===== src/rtl/mlane_pkg.sv =====
// Shared encodings for the multi-lane SPI engine.
// Assumes: mode codes are fixed by the start interface; code 3 is invalid.
package mlane_pkg;

    typedef enum logic [1:0] {
        LM_SINGLE = 2'd0,
        LM_MIRROR = 2'd1,
        LM_STRIPE = 2'd2
    } lane_mode_e;

    typedef enum logic [2:0] {
        S_IDLE,
        S_FILL,
        S_LO,
        S_HI,
        S_UNLOAD
    } xfer_state_e;

endpackage


===== src/rtl/mlane_half_timer.sv =====
// Half-period timer: while run is high, pulses tick once every half_div+1
// cycles. Assumes half_div stays constant while run is high; when run is low
// the count is held at zero so the first half period is full length.
module mlane_half_timer #(
    parameter int DIV_W = 8
) (
    input  logic             clk,
    input  logic             rst_n,
    input  logic             run,
    input  logic [DIV_W-1:0] half_div,
    output logic             tick
);

    logic [DIV_W-1:0] cnt;

    assign tick = run && (cnt == half_div);

    // Count system cycles inside the current half period.
    always_ff @(posedge clk) begin
        if (!rst_n) begin
            cnt <= '0;
        end else if (!run || tick) begin
            cnt <= '0;
        end else begin
            cnt <= cnt + 1'b1;
        end
    end

    a_r12_count_in_window: assert property (@(posedge clk) disable iff (!rst_n)
        run |-> (cnt <= half_div));

endmodule


===== src/rtl/mlane_slot_gather.sv =====
// Slot gatherer: collects the transmit words one slot needs (all lanes in
// stripe mode, one word otherwise) into a small buffer. Words land at
// increasing indices. Assumes need_all is stable while enable is high.
module mlane_slot_gather #(
    parameter int NUM_LANES = 2,
    parameter int WORD_W    = 8
) (
    input  logic                               clk,
    input  logic                               rst_n,
    input  logic                               enable,
    input  logic                               clear,
    input  logic                               need_all,
    input  logic                               in_valid,
    input  logic [WORD_W-1:0]                  in_data,
    output logic                               in_ready,
    output logic                               full,
    output logic [NUM_LANES-1:0][WORD_W-1:0]   words
);

    localparam int CNT_W = $clog2(NUM_LANES + 1);
    localparam int IDX_W = (NUM_LANES > 1) ? $clog2(NUM_LANES) : 1;

    logic [CNT_W-1:0] cnt;
    logic [CNT_W-1:0] need;

    assign need     = need_all ? CNT_W'(NUM_LANES) : CNT_W'(1);
    assign full     = (cnt == need);
    assign in_ready = enable && !full;

    // Store each accepted word at the next free slot position.
    always_ff @(posedge clk) begin
        if (!rst_n) begin
            cnt   <= '0;
            words <= '0;
        end else if (clear) begin
            cnt <= '0;
        end else if (in_valid && in_ready) begin
            words[cnt[IDX_W-1:0]] <= in_data;
            cnt                   <= cnt + 1'b1;
        end
    end

    a_r11_fill_within_slot: assert property (@(posedge clk) disable iff (!rst_n)
        (in_valid && in_ready && !clear) |=> (cnt == $past(cnt) + 1'b1) && (cnt <= need));

endmodule


===== src/rtl/mlane_lane_router.sv =====
// Lane router: connects logical lanes to physical pins through the lane map.
// Transmit pins not claimed by an active logical lane are driven low; in
// single mode only logical lane 0 is active. Assumes the map is a
// permutation of the physical pins.
module mlane_lane_router #(
    parameter int NUM_LANES = 2,
    parameter int LIDX_W    = 1
) (
    input  logic                               clk,
    input  logic                               rst_n,
    input  logic                               active,
    input  logic                               single_only,
    input  logic                               mirror_mode,
    input  logic [NUM_LANES-1:0][LIDX_W-1:0]   lane_map,
    input  logic [NUM_LANES-1:0]               log_tx,
    output logic [NUM_LANES-1:0]               log_rx,
    input  logic [NUM_LANES-1:0]               phy_miso,
    output logic [NUM_LANES-1:0]               phy_mosi
);

    for (genvar p = 0; p < NUM_LANES; p++) begin : g_phy
        logic drive;
        // Drive pin p from whichever active logical lane maps onto it.
        always_comb begin
            drive = 1'b0;
            for (int l = 0; l < NUM_LANES; l++) begin
                if (active && (!single_only || l == 0) && lane_map[l] == LIDX_W'(p)) begin
                    drive = drive | log_tx[l];
                end
            end
        end
        assign phy_mosi[p] = drive;
    end

    for (genvar l = 0; l < NUM_LANES; l++) begin : g_log
        logic sense;
        // Pick the receive pin that logical lane l is mapped onto.
        always_comb begin
            sense = 1'b0;
            for (int p = 0; p < NUM_LANES; p++) begin
                if (lane_map[l] == LIDX_W'(p)) begin
                    sense = phy_miso[p];
                end
            end
        end
        assign log_rx[l] = sense;
    end

    a_r1_single_one_pin: assert property (@(posedge clk) disable iff (!rst_n)
        (active && single_only) |->
            ((phy_mosi & ~(NUM_LANES'(1) << lane_map[0])) == '0));

    a_r2_mirror_all_equal: assert property (@(posedge clk) disable iff (!rst_n)
        (active && mirror_mode) |-> (phy_mosi == '0 || phy_mosi == '1));

endmodule


===== src/rtl/mlane_spi_master.sv =====
// Multi-lane SPI master, mode 0, MSB first. It checks and latches a transfer
// request, gathers one slot of transmit words, shifts every active lane for
// one word time, optionally returns the captured words in logical lane order,
// and repeats until all slots are sent. Assumes the lane map is a permutation
// and that the receive consumer takes one word per cycle (no backpressure).
module mlane_spi_master #(
    parameter int NUM_LANES = 2,
    parameter int WORD_W    = 8,
    parameter int DIV_W     = 8,
    parameter int LEN_W     = 8,
    localparam int LIDX_W   = (NUM_LANES > 1) ? $clog2(NUM_LANES) : 1
) (
    input  logic                          clk,
    input  logic                          rst_n,
    input  logic                          start_i,
    input  logic [1:0]                    mode_i,
    input  logic                          rd_i,
    input  logic [LEN_W-1:0]              len_i,
    input  logic [DIV_W-1:0]              half_div_i,
    input  logic [NUM_LANES*LIDX_W-1:0]   lane_map_i,
    output logic                          busy_o,
    output logic                          done_o,
    output logic                          err_o,
    input  logic                          tx_valid_i,
    input  logic [WORD_W-1:0]             tx_data_i,
    output logic                          tx_ready_o,
    output logic                          rx_valid_o,
    output logic [WORD_W-1:0]             rx_data_o,
    output logic                          sck_o,
    output logic                          cs_n_o,
    output logic [NUM_LANES-1:0]          mosi_o,
    input  logic [NUM_LANES-1:0]          miso_i
);

    import mlane_pkg::*;

    localparam int BIT_W = $clog2(WORD_W);
    localparam logic [BIT_W-1:0]  LAST_BIT  = BIT_W'(WORD_W - 1);
    localparam logic [LIDX_W-1:0] LAST_LANE = LIDX_W'(NUM_LANES - 1);
    localparam logic [LEN_W-1:0]  LANES_LEN = LEN_W'(NUM_LANES);

    xfer_state_e                       state;
    logic [1:0]                        mode_q;
    logic                              rd_q;
    logic [DIV_W-1:0]                  div_q;
    logic [NUM_LANES-1:0][LIDX_W-1:0]  map_q;
    logic [LEN_W-1:0]                  slots_left;
    logic [BIT_W-1:0]                  bit_cnt;
    logic [LIDX_W-1:0]                 ucnt;
    logic [NUM_LANES-1:0][WORD_W-1:0]  tx_sh;
    logic [NUM_LANES-1:0][WORD_W-1:0]  rx_sh;
    logic [NUM_LANES-1:0][WORD_W-1:0]  slot_words;
    logic [NUM_LANES-1:0]              log_tx;
    logic [NUM_LANES-1:0]              log_rx;
    logic                              sck_q, cs_n_q, done_q, err_q;
    logic                              tick, slot_full, stripe_q, req_bad;
    logic [LEN_W-1:0]                  len_rem, slot_cnt;

    assign stripe_q = (mode_q == LM_STRIPE);

    // Validate a start request and derive its slot count.
    always_comb begin
        len_rem  = len_i % LANES_LEN;
        slot_cnt = (mode_i == LM_STRIPE) ? (len_i / LANES_LEN) : len_i;
        req_bad  = (len_i == '0)
                || (mode_i == 2'd3)
                || (mode_i == LM_MIRROR && rd_i)
                || (mode_i == LM_STRIPE && len_rem != '0);
    end

    mlane_half_timer #(.DIV_W(DIV_W)) u_timer (
        .clk      (clk),
        .rst_n    (rst_n),
        .run      (state == S_LO || state == S_HI),
        .half_div (div_q),
        .tick     (tick)
    );

    mlane_slot_gather #(.NUM_LANES(NUM_LANES), .WORD_W(WORD_W)) u_gather (
        .clk      (clk),
        .rst_n    (rst_n),
        .enable   (state == S_FILL),
        .clear    (state == S_IDLE || (state == S_FILL && slot_full)),
        .need_all (stripe_q),
        .in_valid (tx_valid_i),
        .in_data  (tx_data_i),
        .in_ready (tx_ready_o),
        .full     (slot_full),
        .words    (slot_words)
    );

    // Present the current MSB of each logical lane's shift register.
    always_comb begin
        for (int l = 0; l < NUM_LANES; l++) begin
            log_tx[l] = tx_sh[l][WORD_W-1];
        end
    end

    mlane_lane_router #(.NUM_LANES(NUM_LANES), .LIDX_W(LIDX_W)) u_router (
        .clk         (clk),
        .rst_n       (rst_n),
        .active      (!cs_n_q),
        .single_only (mode_q == LM_SINGLE),
        .mirror_mode (mode_q == LM_MIRROR),
        .lane_map    (map_q),
        .log_tx      (log_tx),
        .log_rx      (log_rx),
        .phy_miso    (miso_i),
        .phy_mosi    (mosi_o)
    );

    // Transfer sequencer: accept, gather, shift, unload, finish.
    always_ff @(posedge clk) begin
        if (!rst_n) begin
            state      <= S_IDLE;
            mode_q     <= LM_SINGLE;
            rd_q       <= 1'b0;
            div_q      <= '0;
            map_q      <= '0;
            slots_left <= '0;
            bit_cnt    <= '0;
            ucnt       <= '0;
            tx_sh      <= '0;
            rx_sh      <= '0;
            sck_q      <= 1'b0;
            cs_n_q     <= 1'b1;
            done_q     <= 1'b0;
            err_q      <= 1'b0;
        end else begin
            done_q <= 1'b0;
            err_q  <= 1'b0;
            unique case (state)
                S_IDLE: begin
                    if (start_i) begin
                        if (req_bad) begin
                            err_q <= 1'b1;
                        end else begin
                            mode_q     <= mode_i;
                            rd_q       <= rd_i;
                            div_q      <= half_div_i;
                            map_q      <= lane_map_i;
                            slots_left <= slot_cnt;
                            state      <= S_FILL;
                        end
                    end
                end
                S_FILL: begin
                    if (slot_full) begin
                        for (int l = 0; l < NUM_LANES; l++) begin
                            if (stripe_q)                 tx_sh[l] <= slot_words[l];
                            else if (mode_q == LM_MIRROR) tx_sh[l] <= slot_words[0];
                            else if (l == 0)              tx_sh[l] <= slot_words[0];
                            else                          tx_sh[l] <= '0;
                        end
                        cs_n_q  <= 1'b0;
                        bit_cnt <= '0;
                        state   <= S_LO;
                    end
                end
                S_LO: begin
                    if (tick) begin
                        sck_q <= 1'b1;
                        for (int l = 0; l < NUM_LANES; l++) begin
                            rx_sh[l] <= {rx_sh[l][WORD_W-2:0], log_rx[l]};
                        end
                        state <= S_HI;
                    end
                end
                S_HI: begin
                    if (tick) begin
                        sck_q <= 1'b0;
                        for (int l = 0; l < NUM_LANES; l++) begin
                            tx_sh[l] <= {tx_sh[l][WORD_W-2:0], 1'b0};
                        end
                        if (bit_cnt == LAST_BIT) begin
                            slots_left <= slots_left - 1'b1;
                            if (rd_q) begin
                                ucnt  <= '0;
                                state <= S_UNLOAD;
                            end else if (slots_left == LEN_W'(1)) begin
                                cs_n_q <= 1'b1;
                                done_q <= 1'b1;
                                state  <= S_IDLE;
                            end else begin
                                state <= S_FILL;
                            end
                        end else begin
                            bit_cnt <= bit_cnt + 1'b1;
                            state   <= S_LO;
                        end
                    end
                end
                S_UNLOAD: begin
                    ucnt <= ucnt + 1'b1;
                    if (!stripe_q || ucnt == LAST_LANE) begin
                        if (slots_left == '0) begin
                            cs_n_q <= 1'b1;
                            done_q <= 1'b1;
                            state  <= S_IDLE;
                        end else begin
                            state <= S_FILL;
                        end
                    end
                end
                default: state <= S_IDLE;
            endcase
        end
    end

    assign busy_o     = (state != S_IDLE);
    assign done_o     = done_q;
    assign err_o      = err_q;
    assign sck_o      = sck_q;
    assign cs_n_o     = cs_n_q;
    assign rx_valid_o = (state == S_UNLOAD);
    assign rx_data_o  = rx_sh[ucnt];

    a_r10_cs_idle_high: assert property (@(posedge clk) disable iff (!rst_n)
        !busy_o |-> cs_n_o);

    a_r7_sck_only_selected: assert property (@(posedge clk) disable iff (!rst_n)
        sck_o |-> !cs_n_o);

    a_r7_data_steady_high: assert property (@(posedge clk) disable iff (!rst_n)
        sck_o |-> $stable(mosi_o));

    a_r3_refusal_stays_idle: assert property (@(posedge clk) disable iff (!rst_n)
        err_o |-> (!busy_o && cs_n_o && !sck_o));

    a_r11_no_clock_while_filling: assert property (@(posedge clk) disable iff (!rst_n)
        tx_ready_o |-> !sck_o);

    a_r10_done_releases_cs: assert property (@(posedge clk) disable iff (!rst_n)
        done_o |-> (cs_n_o && !busy_o && !sck_o));

    a_r1_one_word_per_slot: assert property (@(posedge clk) disable iff (!rst_n)
        (rx_valid_o && !stripe_q) |=> !rx_valid_o);

endmodule


===== config.mk =====
export PLATFORM = sky130hd
export DESIGN_NAME = mlane_spi_master
export DESIGN_NICKNAME = d
export VERILOG_FILES = /design/src/rtl/mlane_pkg.sv /design/src/rtl/mlane_half_timer.sv /design/src/rtl/mlane_slot_gather.sv /design/src/rtl/mlane_lane_router.sv /design/src/rtl/mlane_spi_master.sv
export SDC_FILE = /design/constraint.sdc
export NUM_CORES = 1
export LEC_CHECK = 0
export BUFFER_PORTS_ARGS = -buffer_cell sky130_fd_sc_hd__buf_2
export CAP_MARGIN = 30
export CORE_ASPECT_RATIO = 1.5
export CORE_MARGIN = 1
export CORE_UTILIZATION = 35
export DETAILED_ROUTE_END_ITERATION = 10
export GPL_TIMING_DRIVEN = 0
export SKIP_LAST_GASP = 1
export SLEW_MARGIN = 20
export SYNTH_ARGS = -nofsm -noshare
export SYNTH_HDL_FRONTEND = slang
export SYNTH_HIERARCHICAL = 1
export SYNTH_SLANG_ARGS = --single-unit

===== constraint.sdc =====
create_clock -name clk -period 3.14 [get_ports clk]
set_clock_uncertainty 0.1 [all_clocks]
set_input_delay 0.314 -clock clk [delete_from_list [all_inputs] [get_ports clk]]
set_output_delay 0.314 -clock clk [all_outputs]
set_load 0.01 [all_outputs]

==> run_results.csv, run 1 <==
group,metric,value,unit
run_status,status,"finished, final reports clean",
timing,relSlewSlack,37.0,%
clocking,cts_setup_buffers,0,
routing,avgViaCountPerCell,5.27,
logic_synthesis,synth_top_area_cell,"dfxtp_1",
logic_synthesis,seq_area_frac_synth,40.2,%
global_route,antenna_found_initial,0,
worst_hold_path,min_path_type,"in -> reg",
logic_synthesis,syn_nets,573,
timing,finalSetupViolations,0,
timing,drv_slew,0,
layout,areaGrowthSynthToFinish,17.0,%
clocking,numCtsBuffers,9,
floorplan,die_y,141,um
timing,hold_viol,0,
timing,max_freq,343,MHz
clocking,h-tree-depth,3,
logic_synthesis,ys_ff_latch,90,
logic_synthesis,avgSynthCellArea,8.42,sq um
timing,setup_ws,0.224,ns
floorplan,die_x,94.4,um
placed_design,gp_congestion,0.880,
clocking,clockRootBuffer,"clkbuf_16",
routing,first_pass_iters,4,
global_route,grt_usage,18.8,%
routing,drtIter0Drc,195,
pwr,power_per_cell_area,485,mW/mm^2
global_route,grt_pass1_wl,19300,um
routing,drt_wl_total,11900,um
clocking,clk_path_buf_depth,2,
layout,fillers,1295,
layout,sequential_cell_area,0.00180,sq mm
timing,worst_pin_slew,0.943,ns
clocking,ctsResizeCount,0,
critical_path,slowest_stage,"or3b_2",
layout,drive_above_1_share,18.3,%
critical_path,worstPathMaxFanout,15,
pwr,p_leak,2.02,nW
timing,timing.final.crit_share,92.9,%
global_route,grt_overflow,0,
clocking,numClockSinks,90,
floorplan,coreArea,0.0125,sq mm
critical_path,crit_type,"reg -> reg",
routing,drc,0,
logic_synthesis,synth_edf_count,0,
floorplan,dieArea,0.0133,sq mm
routing,wire_per_inst,15.7,um
timing,rsz0062_at_grt,"false",
job,cap_violations,0,
pwr,vdd_drop_max,0.000279,V
logic_synthesis,synthArstFlopShare,0,%
logic_synthesis,synth-main-ff-cell,"dfxtp_1",
logic_synthesis,yosysTopAreaCellShare,40.2,%
floorplan,rows,50,
floorplan,io_pins,52,
layout,multi_input_area,0.00247,sq mm
global_route,grt_start_max_net_pins,17,
logic_synthesis,synthTopCellsByArea,"dfxtp_1 (40%), nand2_1 (10%), a21oi_1 (6.1%)",
clocking,cts_tree,"built",
logic_synthesis,syn_area,0.00449,sq mm
placed_design,portBuffers,51,
layout,layout_commonest_cell,"nand2_1",
clocking,clk_pin_slew,0.07,ns
critical_path,crit_required,3.30,ns
clocking,cts_hold_buf,0,
routing,ant_nets,0,
timing,fin_tns_setup,0,ns
critical_path,critical_path_arrival,3.07,ns
critical_path,slowest_delay,0.57,ns
timing,post-route-min-period,2.92,ns
critical_path,worstPathCellList,"nor2b_1, clkbuf_1, or3b_2, nand2_1, nand2b_1, a21oi_1, clkbuf_1, nor2_1, a311oi_1",
placed_design,dp_hpwl,8850,um
layout,diodes,0,
critical_path,rr_worst_depth,9,
layout,mostFrequentLayoutCells,"nand2_1 (122), dfxtp_1 (90), buf_2 (55), a21oi_1 (55), clkbuf_1 (27)",
critical_path,crit_top_cell,"clkbuf_1",
critical_path,worstSetupStartpointType,"flop",
logic_synthesis,yosysUniqueCellTypes,66,
global_route,grt_pass1_vias,3991,
clocking,clock_latency,0.35,ns
worst_hold_path,hold_depth,3,
floorplan,start_util,35.9,%
routing,vias,3985,
logic_synthesis,ys.warnings.count,6,
critical_path,cp-end-kind,"flop",
layout,fin_nets,635,
timing,timing.hold.ws,0.0994,ns
placed_design,pre_cts_slack,0.220,ns
logic_synthesis,syn_inst,533,
## power by group
group	internal, W	switching [W]	total (W)
registers	0.00116	0.0000200	0.00118
logic	0.0000902	0.000143	0.000233
clock network	0.000650	0.000480	0.00113
## logic make-up after synthesis
logic type / synth area share [%]
xor gates and xnor gates: 2.32
muxes: 8.42
AOI/OAI and AO/OA: 19.6
DFF: 40.2
adders and majority gates: 1.39
buffers and inverters: 4.71
and+or+nand+nor: 23.4
## area by class of cell
class	count	share of cell area, %
Clock buffer	10	4.55
Multi-Input combinational cell	398	47.1
Buffer	39	3.60
Sequential cell	90	34.3
Tap cell	156	3.72
Timing Repair Buffer	51	4.86
Clock inverter	6	1.38
Inverter	6	0.429
## flip-flops by register name (all words and copies together) (netlist names)
| name | cells |
|---|---|
| bit_cnt | 3 |
| cs_n_o | 1 |
| div_q | 8 |
| done_o | 1 |
| err_o | 1 |
| log_tx | 2 |
| map_q | 2 |
| mode_q | 2 |
| rd_q | 1 |
| rx_sh | 16 |
| sck_o | 1 |
| slots_left | 8 |
| state | 3 |
| tx_sh | 14 |
| u_gather/cnt | 2 |
| u_gather/words | 16 |
| u_timer/cnt | 8 |
| ucnt | 1 |
## cells in the mapped netlist, drive strengths merged (7+ instances only)
master	n
nand2	123
dfxtp	90
a21oi	55
clkbuf	27
nor2	24
mux2i	22
mux2	14
buf	12
o211ai	10
xor2	10
nand3	9
o21ai	9
a221o	8
nand2b	8
a211oi	7
a311oi	7
## worst max-delay path, delay by kind of cell, from the launching register on
kind,cells,cell delay [ns]
simple gates,5,1.08
compound gates,2,0.57
flops,1,0.34
buf+inv,2,0.72
## routing by layer
metal  GRT usage, %  part of all wire, %
met5              0                    0
met4           7.13                  1.6
met3           2.75                  3.6
met2           35.3                   54
met1           20.6                   41
## path summary, 6_finish.rpt
| kind | startpoint | to | slack [ns] |
|---|---|---|---|
| worst max register to register | mode_q[1] | tx_sh[5] | 0.22 |
| worst min register to register | tx_sh[14] | tx_sh[14] | 0.36 |
| worst max-delay path | mode_q[1] | tx_sh[5] | 0.22 |
| worst min-delay path | half_div_i[4] | div_q[4] | 0.1 |
## stage by stage
| stage | instances | area (sq um) | total power, W | util, % |
|---|---|---|---|---|
| floorplan | 533 | 4490 | 0.00136 | - |
| global route | 756 | 5250 | 0.00264 | 41.9 |
| finish | 756 | 5250 | 0.00254 | 41.9 |
| CTS | 756 | 5250 | 0.00257 | 41.9 |
| detailed placement | 740 | 4940 | 0.00144 | 39.5 |
| global placement | 740 | 4940 | 0.00144 | 39.5 |
(Power assumes the default switching activity.)
==> run 2: changes to the inputs <==
--- a/config.mk
+++ b/config.mk
@@ -12,6 +12,7 @@
 export CORE_UTILIZATION = 35
 export DETAILED_ROUTE_END_ITERATION = 10
 export GPL_TIMING_DRIVEN = 0
+export PLACE_DENSITY_LB_ADDON = 0.05
 export SKIP_LAST_GASP = 1
 export SLEW_MARGIN = 20
 export SYNTH_ARGS = -nofsm -noshare
==> run 2 against run 1 <==
Compared with the run above: clock power grew 7%; utilization is 0.42 points higher; largest cell class unchanged; worst hold slack better by 0.0072 ns; largest power group is now clock; sequential cell count unchanged; sequential power about the same; highest routed layer unchanged; wire length increased by 4.8%.
==> run_results.csv, run 2 (synthesis results as in run 1) <==
group,metric,value,unit
run_status,status,"finished, final reports clean",
layout,mostFrequentLayoutCells,"nand2_1 (122), dfxtp_1 (90), buf_2 (55), a21oi_1 (55), clkbuf_1 (25)",
floorplan,start_util,35.9,%
worst_hold_path,hold_end,"div_q[3]",
clocking,numClockSinks,90,
worst_hold_path,hold_start,"half_div_i[3]",
layout,areaGrowthSynthToFinish,18.2,%
timing,timing.final.crit_share,92.6,%
layout,drive_above_1_share,19.2,%
pwr,p_leak,2.04,nW
global_route,antenna_found_initial,0,
global_route,grtUsageMet3,3.13,%
floorplan,die_y,141,um
placed_design,portBuffers,51,
floorplan,io_pins,52,
timing,max_freq,344,MHz
routing,ant_nets,0,
layout,final_area,0.00530,sq mm
critical_path,rr_worst_depth,8,
clocking,clock_latency,0.35,ns
clocking,cts_tree,"built",
critical_path,crit_required,3.30,ns
critical_path,worstSetupStartpointType,"flop",
global_route,top_usage_layer,"met2",
floorplan,coreArea,0.0125,sq mm
timing,worst_pin_slew,0.996,ns
routing,drt_wl_total,12400,um
routing,wire_per_inst,16.4,um
clocking,clk_path_buf_depth,2,
critical_path,slowest_stage,"nor4_4",
worst_hold_path,hold_depth,3,
placed_design,dp_hpwl,9280,um
worst_hold_path,min_path_type,"in -> reg",
routing,drtIter0Drc,172,
clocking,clk_pin_slew,0.07,ns
global_route,grt_pass1_vias,3985,
clocking,h-tree-depth,3,
global_route,grt_usage,20.0,%
layout,reg_top3,"rx_sh x16, u_gather/words x16, tx_sh x14",
layout,layout_commonest_cell,"nand2_1",
routing,avgViaCountPerCell,5.27,
critical_path,cp-end-kind,"flop",
global_route,grt_start_max_net_pins,18,
floorplan,die_x,94.4,um
timing,rsz0062_at_grt,"false",
placed_design,gp_congestion,0.827,
timing,drv_slew,0,
layout,fin_nets,638,
pwr,power_per_cell_area,498,mW/mm^2
clocking,clockRootBuffer,"clkbuf_16",
global_route,grt_pass1_wl,20400,um
critical_path,critical_path_arrival,3.07,ns
floorplan,rows,50,
critical_path,path_buf_inv,1,
layout,diodes,0,
timing,relSlewSlack,33.4,%
timing,finalSetupViolations,0,
routing,vias,4003,
critical_path,worstPathCellList,"xor2_1, nor4_4, and3_1, nand3b_1, or2_2, buf_1, a21o_1, o22ai_1",
critical_path,r2r_end,"slots_left[4]",
clocking,numCtsBuffers,9,
global_route,grt_overflow,0,
pwr,vdd_drop_max,0.000251,V
critical_path,worstReg2RegStart,"u_timer/cnt[4]",
critical_path,r2r_slack,0.23,ns
timing,post-route-min-period,2.91,ns
global_route,use_met2,35.4,%
routing,first_pass_iters,4,
timing,fin_tns_setup,0,ns
global_route,use_met1,23.6,%
placed_design,place_area,0.00494,sq mm
routing,drc,0,
job,cap_violations,0,
critical_path,worstPathMaxFanout,10,
critical_path,path_delay_family,"simple AND/OR/NAND/NOR gates",
timing,hold_viol,0,
critical_path,crit_type,"reg -> reg",
critical_path,slowest_delay,0.54,ns
floorplan,dieArea,0.0133,sq mm
run 2: metal layers:
layer | share of wire [%] | wire length (um)
met1 | 43 | 5390
met4 | 1.9 | 238
met3 | 2.9 | 363
met2 | 52 | 6440
met5 | 0 | 0
run 2: power breakdown:
group / switching, W / leakage [nW] / internal (W)
combinational: 0.000147 / 1.15 / 0.0000980
sequential: 0.0000197 / 0.727 / 0.00116
clock: 0.000499 / 0.163 / 0.000713
run 2: metrics by stage:
stage	instances	hold slack [ns]	utilization [%]	worst slack [ns]	power, W
6_report	759	0.107	42.4	0.231	0.00264
4_1_cts	756	0.0925	42.1	0.0679	0.00266
5_1_grt	759	0.108	42.4	0.0382	0.00274
2_1_floorplan	533	0.333	-	0.728	0.00136
3_5_place_dp	740	0.348	39.5	0.0972	0.00144
3_3_place_gp	740	0.340	39.5	0.151	0.00144
run 2: timing repair:
action | 4_1_cts | 5_1_grt
endpoints found under the setup margin | 0 | 33
buffers inserted | 0 | 3
gates resized for setup | 0 | 5
hold buffers | 0 | 0
run 2: cell type report:
| type | count | area [sq um] |
|---|---|---|
| repair buffers | 54 | 278 |
| clock inverters | 7 | 111 |
| inverters | 6 | 22.5 |
| multi-input cells | 398 | 2470 |
| fillers | 1330 | 7210 |
| well taps | 156 | 195 |
| plain buffers | 39 | 191 |
| clock buffers | 9 | 225 |
| flip-flops and latches | 90 | 1800 |
run 2: worst max-delay path by stage:
stage	from	endpoint	slack, ns	depth (start not counted)
2_1_floorplan	u_timer/cnt[2]	slots_left[3]	0.73	9
3_3_place_gp	u_timer/cnt[3]	rx_sh[7]	0.15	8
3_5_place_dp	mode_q[0]	tx_sh[2]	0.1	9
4_1_cts	mode_q[0]	tx_sh[2]	0.07	9
5_1_grt	u_timer/cnt[4]	rx_sh[6]	0.04	9
6_report	u_timer/cnt[4]	slots_left[4]	0.23	8
run 2: worst reg2reg max path, cell delays in order, from the launching register on:
cell	delay, ns
dfxtp_1	0.35
xor2_1	0.19
nor4_4	0.54
and3_1	0.36
nand3b_1	0.21
or2_2	0.35
buf_1	0.26
a21o_1	0.30
o22ai_1	0.18
==> run 3: changes to the inputs <==
==> constraint.sdc (replaced) <==
create_clock -name clk -period 3.7 [get_ports clk]
set_clock_uncertainty 0.1 [all_clocks]
set_input_delay 0.37 -clock clk [delete_from_list [all_inputs] [get_ports clk]]
set_output_delay 0.37 -clock clk [all_outputs]
set_load 0.01 [all_outputs]
==> run 3 against run 2 <==
Compared with the run above: global-route usage unchanged; final cell count fell by 0.40%; register-to-register slack better by 0.38 ns; utilization down 0.22 points; non-clock buffer count shrank 3; combinational power decreased by 19%; total power decreased by 15%; die area stayed put; sequential power is 15% lower; count of clock-buffer cells in the layout stayed put; critical endpoint is now tx_sh[2]; largest power group unchanged; highest routed layer unchanged.
==> run_results.csv, run 3 (synthesis results as in run 1) <==
group,metric,value,unit
run_status,status,"finished, final reports clean",
global_route,grt_usage,20.0,%
global_route,grt_start_max_net_pins,18,
layout,areaGrowthSynthToFinish,17.5,%
timing,rsz0062_at_grt,"false",
critical_path,r2r_end,"tx_sh[2]",
timing,timing.final.crit_share,83.5,%
clocking,cts_hold_buf,0,
floorplan,rows,50,
placed_design,gp_congestion,0.827,
critical_path,rr_worst_depth,9,
worst_hold_path,hold_depth,3,
clocking,clockRootBuffer,"clkbuf_16",
critical_path,cp-end-kind,"flop",
global_route,grt_pass1_vias,3985,
job,cap_violations,0,
timing,post-route-min-period,3.09,ns
routing,avgViaCountPerCell,5.26,
global_route,grt_overflow,0,
placed_design,dp_cells,740,
clocking,h-tree-depth,3,
clocking,clock_latency,0.35,ns
critical_path,slowest_stage,"or3b_2",
clocking,clk_path_buf_depth,2,
timing,worst_pin_slew,1.01,ns
layout,final_cells,756,
clocking,cts_setup_buffers,0,
layout,mostFrequentLayoutCells,"nand2_1 (122), dfxtp_1 (90), buf_2 (55), a21oi_1 (55), clkbuf_1 (27)",
critical_path,crit_required,3.85,ns
pwr,p_leak,2.02,nW
timing,relSlewSlack,32.7,%
pwr,power_per_cell_area,423,mW/mm^2
timing,hold_viol,0,
layout,diodes,0,
timing,max_freq,324,MHz
critical_path,slowest_delay,0.58,ns
timing,drv_slew,0,
pwr,power.total,0.00223,W
critical_path,worstPathMaxFanout,15,
layout,reg_top3,"rx_sh x16, u_gather/words x16, tx_sh x14",
floorplan,dieArea,0.0133,sq mm
timing,timing.hold.ws,0.162,ns
routing,drtIter0Drc,189,
layout,finalCoreUtilization,42.1,%
floorplan,die_x,94.4,um
floorplan,start_util,35.9,%
critical_path,crit_type,"reg -> reg",
timing,fin_tns_setup,0,ns
clocking,numCtsBuffers,9,
floorplan,coreArea,0.0125,sq mm
routing,drt_wl_total,12400,um
routing,ant_nets,0,
worst_hold_path,hold_start,"half_div_i[5]",
global_route,grt_pass1_wl,20400,um
clocking,clk_pin_slew,0.07,ns
clocking,cts_tree,"built",
worst_hold_path,hold_end,"div_q[5]",
routing,first_pass_iters,4,
timing,finalSetupViolations,0,
worst_hold_path,min_path_type,"in -> reg",
floorplan,die_y,141,um
critical_path,r2r_slack,0.61,ns
layout,fillers,1327,
pwr,vdd_drop_max,0.000213,V
clocking,numClockSinks,90,
critical_path,worstPathCellList,"nor2b_1, clkbuf_1, or3b_2, nand2_1, nand2b_1, a21oi_1, clkbuf_1, nor2_1, a311oi_1",
critical_path,critical_path_arrival,3.24,ns
clocking,ctsResizeCount,0,
routing,drc,0,
placed_design,portBuffers,51,
floorplan,io_pins,52,
layout,layout_commonest_cell,"nand2_1",
critical_path,worstSetupStartpointType,"flop",
layout,fin_nets,635,
routing,wire_per_inst,16.4,um
critical_path,crit_top_cell,"clkbuf_1",
global_route,antenna_found_initial,0,
layout,drive_above_1_share,18.3,%
routing,vias,3976,
placed_design,dp_hpwl,9280,um
critical_path,worstReg2RegStart,"mode_q[0]",
==> run 3: cell types whose count changed in the layout (fill, tap and decap cells not counted), sizes merged <==
cell / change
buf: -3
==> run 3: area by class of cell <==
| type | count | area, sq um | area share, % |
|---|---|---|---|
| buffer | 39 | 189 | 3.58 |
| clock buffer | 9 | 225 | 4.27 |
| clock inverter | 7 | 111 | 2.11 |
| inverter | 6 | 22.5 | 0.427 |
| multi-input combinational | 398 | 2470 | 46.9 |
| sequential | 90 | 1800 | 34.2 |
| tap | 156 | 195 | 3.70 |
| timing repair buffer | 51 | 255 | 4.84 |
==> run 3: where the power goes <==
part	internal, W	total, W	switching, W	leakage (nW)
clock network	0.000605	0.00103	0.000423	0.163
registers	0.000986	0.00100	0.0000169	0.727
logic	0.0000764	0.000199	0.000123	1.13
==> run 3: critical path, delay by kind of cell, from the launching register on <==
| family | cells | cell delay [ns] |
|---|---|---|
| compound gates | 2 | 0.61 |
| buf+inv | 2 | 0.79 |
| simple gates | 5 | 1.08 |
| flops | 1 | 0.41 |
==> run 3: through the flow <==
stage / area, sq um / worst slack [ns]
3_3_place_gp: 4940 / 0.711
2_1_floorplan: 4490 / 1.29
4_1_cts: 5270 / 0.628
5_1_grt: 5270 / 0.397
6_report: 5270 / 0.610
3_5_place_dp: 4940 / 0.657
==> run 3: routing by layer <==
metal | vias up | wire length [um] | part of all wire (%) | track usage, %
met4 | 0 | 238 | 1.9 | 7.85
met3 | 15 | 380 | 3.1 | 3.13
met1 | 1862 | 5320 | 43 | 23.6
met5 | - | 0 | 0 | 0
li1 | 2017 | - | - | -
met2 | 82 | 6470 | 52 | 35.4
==> run 3: worst max-delay path by stage <==
stage | from | to | slack, ns | cells past startpoint
after floorplan | u_timer/cnt[2] | slots_left[3] | 1.29 | 9
after global placement | u_timer/cnt[3] | rx_sh[7] | 0.71 | 8
after detailed placement | mode_q[0] | tx_sh[2] | 0.66 | 9
after CTS | mode_q[0] | tx_sh[2] | 0.63 | 9
after global routing | u_timer/cnt[3] | rx_sh[7] | 0.40 | 8
final | mode_q[0] | tx_sh[2] | 0.61 | 9
